--- config.mk ---
export PLATFORM = sky130hd
export DESIGN_NAME = xlate_mode_sel
export DESIGN_NICKNAME = d
export VERILOG_FILES = /design/src/rtl/xlate_sel_pkg.sv /design/src/rtl/xlate_mode_decode.sv /design/src/rtl/xlate_pre_check.sv /design/src/rtl/xlate_result_mux.sv /design/src/rtl/xlate_mode_sel.sv
export SDC_FILE = /design/constraint.sdc
export NUM_CORES = 1
export LEC_CHECK = 0
export BUFFER_PORTS_ARGS = -buffer_cell sky130_fd_sc_hd__buf_2
export CORE_AREA = 2 2 99 101
export CTS_CLUSTER_DIAMETER = 30
export CTS_CLUSTER_SIZE = 16
export DETAILED_ROUTE_END_ITERATION = 7
export DIE_AREA = 0 0 101 103
export PLACE_DENSITY = 0.73
export SYNTH_ARGS = -nofsm -noshare
export SYNTH_HDL_FRONTEND = slang
export SYNTH_SLANG_ARGS = --single-unit
--- constraint.sdc ---
create_clock -name clk -period 1.2 [get_ports clk]
set_input_delay 0 -clock clk [delete_from_list [all_inputs] [get_ports clk]]
set_output_delay 0 -clock clk [all_outputs]
set_load 0.05 [all_outputs]
--- src/rtl/xlate_sel_pkg.sv ---
package xlate_sel_pkg;

  typedef enum logic [1:0] {
    XM_BARE   = 2'b00,
    XM_GUEST  = 2'b01,
    XM_HOST   = 2'b10,
    XM_NESTED = 2'b11
  } xmode_e;

  function automatic logic uses_guest(input xmode_e m);
    return m[0];
  endfunction

  function automatic logic uses_host(input xmode_e m);
    return m[1];
  endfunction

endpackage

--- src/rtl/xlate_mode_decode.sv ---
module xlate_mode_decode
  import xlate_sel_pkg::*;
#(
  parameter int GFLD_W = 4,
  parameter int HFLD_W = 4
) (
  input  logic              virt_on,
  input  logic [GFLD_W-1:0] guest_fld,
  input  logic [HFLD_W-1:0] host_fld,
  output xmode_e            mode
);

  logic guest_on;
  logic host_on;

  assign guest_on = |guest_fld;
  assign host_on  = |host_fld;

  always_comb begin
    if (!virt_on) begin
      mode = XM_BARE;
    end else begin
      unique case ({host_on, guest_on})
        2'b11:   mode = XM_NESTED;
        2'b01:   mode = XM_GUEST;
        2'b10:   mode = XM_HOST;
        default: mode = XM_BARE;
      endcase
    end
  end

endmodule

--- src/rtl/xlate_pre_check.sv ---
module xlate_pre_check
  import xlate_sel_pkg::*;
#(
  parameter int VA_W  = 64,
  parameter int SIG_W = 48,
  parameter int GPA_W = 50
) (
  input  xmode_e          mode,
  input  logic [VA_W-1:0] vaddr,
  output logic            pre_pf,
  output logic            pre_gpf
);

  localparam int EXT_W = VA_W - SIG_W + 1;

  logic sig_bad;
  logic gpa_bad;

  generate
    if (SIG_W < VA_W) begin : g_sig
      logic [EXT_W-1:0] ext_bits;
      assign ext_bits = vaddr[VA_W-1:SIG_W-1];
      assign sig_bad  = !((ext_bits == '0) || (ext_bits == '1));
    end else begin : g_nosig
      assign sig_bad = 1'b0;
    end

    if (GPA_W < VA_W) begin : g_gpa
      assign gpa_bad = |vaddr[VA_W-1:GPA_W];
    end else begin : g_nogpa
      assign gpa_bad = 1'b0;
    end
  endgenerate

  assign pre_pf  = uses_guest(mode) && sig_bad;
  assign pre_gpf = (mode == XM_HOST) && gpa_bad;

endmodule

--- src/rtl/xlate_result_mux.sv ---
module xlate_result_mux
  import xlate_sel_pkg::*;
#(
  parameter int VA_W      = 64,
  parameter int OFF_W     = 12,
  parameter int PPN1_W    = 44,
  parameter int PPN2_W    = 38,
  parameter int PPN_OUT_W = 36,
  parameter int GPA_W     = 50
) (
  input  xmode_e               mode,
  input  logic [VA_W-1:0]      vaddr,
  input  logic [PPN1_W-1:0]    s1_ppn,
  input  logic                 s1_af,
  input  logic [PPN2_W-1:0]    s2_ppn,
  input  logic                 s2_af,
  output logic [PPN_OUT_W-1:0] ppn,
  output logic [GPA_W-1:0]     gpa,
  output logic                 af
);

  localparam int GPN_W = GPA_W - OFF_W;

  logic [PPN_OUT_W-1:0] s1_fit;
  logic [PPN_OUT_W-1:0] s2_fit;
  logic [GPN_W-1:0]     s1_gpn;
  logic [GPA_W-1:0]     va_gpa;
  logic                 unused_hi_bits;

  generate
    if (PPN1_W >= PPN_OUT_W) begin : g_s1_cut
      assign s1_fit = s1_ppn[PPN_OUT_W-1:0];
    end else begin : g_s1_ext
      assign s1_fit = PPN_OUT_W'(s1_ppn);
    end

    if (PPN2_W >= PPN_OUT_W) begin : g_s2_cut
      assign s2_fit = s2_ppn[PPN_OUT_W-1:0];
    end else begin : g_s2_ext
      assign s2_fit = PPN_OUT_W'(s2_ppn);
    end

    if (PPN1_W >= GPN_W) begin : g_gpn_cut
      assign s1_gpn = s1_ppn[GPN_W-1:0];
    end else begin : g_gpn_ext
      assign s1_gpn = GPN_W'(s1_ppn);
    end

    if (VA_W >= GPA_W) begin : g_va_cut
      assign va_gpa = vaddr[GPA_W-1:0];
    end else begin : g_va_ext
      assign va_gpa = GPA_W'(vaddr);
    end
  endgenerate

  assign unused_hi_bits = ^{s1_ppn, s2_ppn, vaddr};

  always_comb begin
    ppn = uses_host(mode) ? s2_fit : s1_fit;
    unique case (mode)
      XM_HOST:   gpa = va_gpa;
      XM_GUEST,
      XM_NESTED: gpa = {s1_gpn, vaddr[OFF_W-1:0]};
      default:   gpa = '0;
    endcase
    unique case (mode)
      XM_HOST:   af = s2_af;
      XM_NESTED: af = s1_af | s2_af;
      default:   af = s1_af;
    endcase
  end

endmodule

--- src/rtl/xlate_mode_sel.sv ---
module xlate_mode_sel
  import xlate_sel_pkg::*;
#(
  parameter int VA_W      = 64,
  parameter int SIG_W     = 48,
  parameter int GPA_W     = 50,
  parameter int OFF_W     = 12,
  parameter int PPN1_W    = 44,
  parameter int PPN2_W    = 38,
  parameter int PPN_OUT_W = 36,
  parameter int GFLD_W    = 4,
  parameter int HFLD_W    = 4
) (
  input  logic                 clk,
  input  logic                 rst_n,
  input  logic                 req_valid,
  output logic                 req_ready,
  input  logic [VA_W-1:0]      req_vaddr,
  input  logic                 req_virt,
  input  logic [GFLD_W-1:0]    req_guest_fld,
  input  logic [HFLD_W-1:0]    req_host_fld,
  input  logic [PPN1_W-1:0]    lk_s1_ppn,
  input  logic                 lk_s1_af,
  input  logic [PPN2_W-1:0]    lk_s2_ppn,
  input  logic                 lk_s2_af,
  output logic                 rsp_valid,
  input  logic                 rsp_ready,
  output logic [1:0]           rsp_mode,
  output logic [PPN_OUT_W-1:0] rsp_ppn,
  output logic [GPA_W-1:0]     rsp_gpa,
  output logic                 rsp_af,
  output logic                 rsp_pf,
  output logic                 rsp_gpf
);

  xmode_e          st0_mode;
  logic            st0_pf;
  logic            st0_gpf;
  logic            st0_fire;

  logic            st1_vld;
  xmode_e          st1_mode;
  logic [VA_W-1:0] st1_vaddr;
  logic            st1_pf;
  logic            st1_gpf;

  xlate_mode_decode #(
    .GFLD_W (GFLD_W),
    .HFLD_W (HFLD_W)
  ) u_decode (
    .virt_on   (req_virt),
    .guest_fld (req_guest_fld),
    .host_fld  (req_host_fld),
    .mode      (st0_mode)
  );

  xlate_pre_check #(
    .VA_W  (VA_W),
    .SIG_W (SIG_W),
    .GPA_W (GPA_W)
  ) u_precheck (
    .mode    (st0_mode),
    .vaddr   (req_vaddr),
    .pre_pf  (st0_pf),
    .pre_gpf (st0_gpf)
  );

  assign req_ready = !st1_vld || rsp_ready;
  assign st0_fire  = req_valid && req_ready;

  always_ff @(posedge clk) begin
    if (!rst_n) begin
      st1_vld   <= 1'b0;
      st1_mode  <= XM_BARE;
      st1_vaddr <= '0;
      st1_pf    <= 1'b0;
      st1_gpf   <= 1'b0;
    end else if (req_ready) begin
      st1_vld <= req_valid;
      if (req_valid) begin
        st1_mode  <= st0_mode;
        st1_vaddr <= req_vaddr;
        st1_pf    <= st0_pf;
        st1_gpf   <= st0_gpf;
      end
    end
  end

  xlate_result_mux #(
    .VA_W      (VA_W),
    .OFF_W     (OFF_W),
    .PPN1_W    (PPN1_W),
    .PPN2_W    (PPN2_W),
    .PPN_OUT_W (PPN_OUT_W),
    .GPA_W     (GPA_W)
  ) u_mux (
    .mode   (st1_mode),
    .vaddr  (st1_vaddr),
    .s1_ppn (lk_s1_ppn),
    .s1_af  (lk_s1_af),
    .s2_ppn (lk_s2_ppn),
    .s2_af  (lk_s2_af),
    .ppn    (rsp_ppn),
    .gpa    (rsp_gpa),
    .af     (rsp_af)
  );

  assign rsp_valid = st1_vld;
  assign rsp_mode  = st1_mode;
  assign rsp_pf    = st1_pf;
  assign rsp_gpf   = st1_gpf;


  bare_mode_chk: assert property (@(posedge clk) disable iff (!rst_n)
    (st0_fire && !req_virt) |=> (rsp_mode == 2'b00));


  nested_mode_chk: assert property (@(posedge clk) disable iff (!rst_n)
    (st0_fire && req_virt && (|req_guest_fld) && (|req_host_fld)) |=> (rsp_mode == 2'b11));


  guest_only_af_chk: assert property (@(posedge clk) disable iff (!rst_n)
    (rsp_valid && rsp_mode == 2'b01 && !lk_s1_af) |-> !rsp_af);


  bare_no_prefault_chk: assert property (@(posedge clk) disable iff (!rst_n)
    (rsp_valid && rsp_mode == 2'b00) |-> (!rsp_pf && !rsp_gpf));


  accept_resp_chk: assert property (@(posedge clk) disable iff (!rst_n)
    st0_fire |=> rsp_valid);


  stall_hold_chk: assert property (@(posedge clk) disable iff (!rst_n)
    (rsp_valid && !rsp_ready) |=> (rsp_valid && $stable(rsp_mode) && $stable(rsp_pf) && $stable(rsp_gpf)));

endmodule

==> qor.txt <==
Status -> finished, violations left
Failing checks -> negative setup slack
Number of synthesized flops with an enable pin -> 0
First-pass GRT wire length -> 21200 um
Critical Path AT -> 1.55 ns
Initial Util -> 32.9%
#FFs+latches synth -> 55
Relative slew slack -> 80.3%
Min cycle time layout -> 1.55 ns
Total negative slack -> -24.08 ns
Top post-synthesis cells by count -> 157 x nand2_1, 55 x dfxtp_1, 53 x a21boi_0
Die W -> 101 um
Leakage -> 3.28 nW
Worst hold start -> rsp_ready
Dpl hpwl -> 8120 um
CP Capture Type -> primary output
Total GRT Usage -> 26.1%
Final GP Congestion -> 0.776
Hold Crit Class -> primary input to flip-flop
Top cells by area, synth -> dfxtp_1 35%, nand2_1 19%, mux2_2 13%
Fin crit share -> 129%
Reg area -> 1110 um2
Dpl cell area -> 5070 um2
Syn-to-layout area delta -> 126%
# rows -> 36
Unrepaired setup endpoints after global routing -> true
Initial antenna violation count -> 1
# fillers -> 633
Synthesized Nets -> 573
Die Ht -> 103 um
Footprint of the multi-input gates -> 2580 um2
DR vias/cell -> 5.09
Setup slack after layout -> -0.350 ns
Htree depth -> 2
Overflow after GRT -> 0
Vias -> 4270
Area of the mapped netlist -> 3110 um2
CTS tree -> done
Worst VDD drop -> 519 uV
Post-synthesis async set-or-reset flop share -> 0%
Share of layout cells above drive strength 1 -> 56.6%
Syn avg cell area -> 7.56 um2
CP Class -> flip-flop to primary output
# port buffers -> 245
Share of the synthesized area in the top cell type -> 35.4%
Worst-path maximum fanout -> 7
Root Buffer -> clkbuf_8
Clock Latency Late Sink -> 0.30 ns
Worst slack, placed -> -0.406 ns
Final Hold Vio Count -> 0
PD cells -> 813 nW/um2
DRC marker count from the first detailed-route iteration -> 153
Synth Flop Type -> dfxtp_1
Skew final -> 0.00643 ns
Number of global-route vias before repair -> 4504
Net count, final -> 884
Worst-margin pin slew -> 0.295 ns
Worst-path clk slew -> 0.09 ns
Num CTS Buffers -> 5
Clock Path Buffers -> 2
DRC Markers -> 0
Max Cap Viol -> 0
Cells after Synth -> 412
Post-synth top area cell -> dfxtp_1
Count leader, synth -> nand2_1
Worst R2R Start -> rsp_valid$_SDFFE_PN0N_
CP required -> 1.20 ns
Post-Route WL -> 15000 um
Die area -> 10400 um2
Sequential share of the synthesized area -> 35.4%
DRT antenna net count -> 0
Pins Over Slew Limit -> 0
DR pass1 iterations -> 4
Clk sinks -> 55
I/O pin count -> 254
Core area -> 9460 um2
Fmax -> 645 MHz
Setup Viol. Count Final -> 88
Critical Path Start -> rsp_mode[1]$_SDFFE_PN0P_
Drt wl/cell -> 17.9 um
Library cells used by synthesis -> 22
CP startpoint kind -> flip-flop
Largest net degree at the start of global routing -> 35
Fin area -> 7040 um2
Synth warn -> 0
sequential cells by signal, summed over array words and instances (netlist names):
register	count
st1_vaddr	50
rsp_gpf	1
rsp_valid	1
rsp_pf	1
rsp_mode	2
cell usage in the layout, fill, tap and decap left out, types with 2 or more instances in the layout:
master	count
a21boi_0	3
a21boi_1	51
a22o_1	3
a22o_2	7
a22o_4	2
buf_12	14
buf_16	9
buf_2	156
buf_4	8
buf_6	76
buf_8	18
clkbuf_1	3
clkbuf_16	4
clkbuf_8	5
dfxtp_1	52
dfxtp_4	3
dlygate4sd3_1	52
inv_1	2
mux2_4	36
nand2_1	129
nand2_2	14
nand2_4	14
nand3_1	4
nand4_1	5
nor2b_4	12
nor4_1	5
o21ai_4	27
metal layers:
| layer | vias to the layer above | global-route usage [%] | part of all wire, % |
|---|---|---|---|
| li1 | 2016 | - | - |
| met5 | - | 0 | 0 |
| met4 | 0 | 14.1 | 3.4 |
| met3 | 44 | 4.07 | 4.9 |
| met1 | 2018 | 25.7 | 36 |
| met2 | 192 | 52.2 | 56 |
metrics by stage:
step | hold WS, ns | util [%] | power [mW] | instances
finish | 0.0191 | 74.5 | 5.72 | 839
global route | 0.00723 | 74.5 | 5.95 | 839
CTS | 0.0126 | 72.7 | 5.63 | 831
detailed placement | 0.253 | 53.7 | 3.96 | 752
global placement | 0.249 | 53.7 | 3.92 | 752
floorplan | 0.128 | - | 3.42 | 412
power breakdown:
group	switching (mW)	internal [mW]	leakage (nW)
combinational	1.46	1.28	2.79
sequential	0.0856	1.93	0.455
clock	0.554	0.417	0.0395
total	2.10	3.63	3.28
critical path, stage by stage, from the launching register on:
cell and delay, ns:
dfxtp_4 0.37, buf_12 0.13, buf_12 0.12, buf_12 0.11, buf_16 0.12, nand2_2 0.07, o21ai_4 0.16, buf_8 0.17
cell families (layout without fill, tap and decap cells):
logic type	after synthesis	count (layout)	synth area share (%)
compound gates	94	94	21.0
buf+inv	35	347	4.62
flops	55	55	35.4
mux	36	36	13.0
other cells	0	1	0
simple gates	192	192	26.0
path summary, 6_finish.rpt:
| path | end | slack [ns] | cells after the start |
|---|---|---|---|
| worst max register to register | st1_vaddr[35]$_SDFFE_PN0P_ | 0.04 | 5 |
| worst min-delay path | rsp_valid$_SDFFE_PN0N_ | 0.02 | 3 |
| worst min register to register | st1_vaddr[14]$_SDFFE_PN0P_ | 0.46 | 2 |
| worst max-delay path | rsp_gpa[35] | -0.35 | 7 |
area by class of cell:
class / instances / share of cell area [%]
Clock buffer: 8 / 1.14
Timing Repair Buffer: 337 / 44.2
Sequential cell: 55 / 15.8
Multi-Input combinational cell: 322 / 36.7
Inverter: 2 / 0.107
Antenna cell: 1 / 0.0355
Tap cell: 114 / 2.02
repair_timing:
item / CTS / global route
setup buffers: 8 / 6
gates resized for setup: 252 / 29
pin swaps: 5 / 12
hold buffers: 52 / 0
endpoints found under the setup margin: 89 / 92
gates cloned: 11 / 4
hold endpoints to repair: 52 / 0
Note: power is estimated with default switching activity, not from simulation.
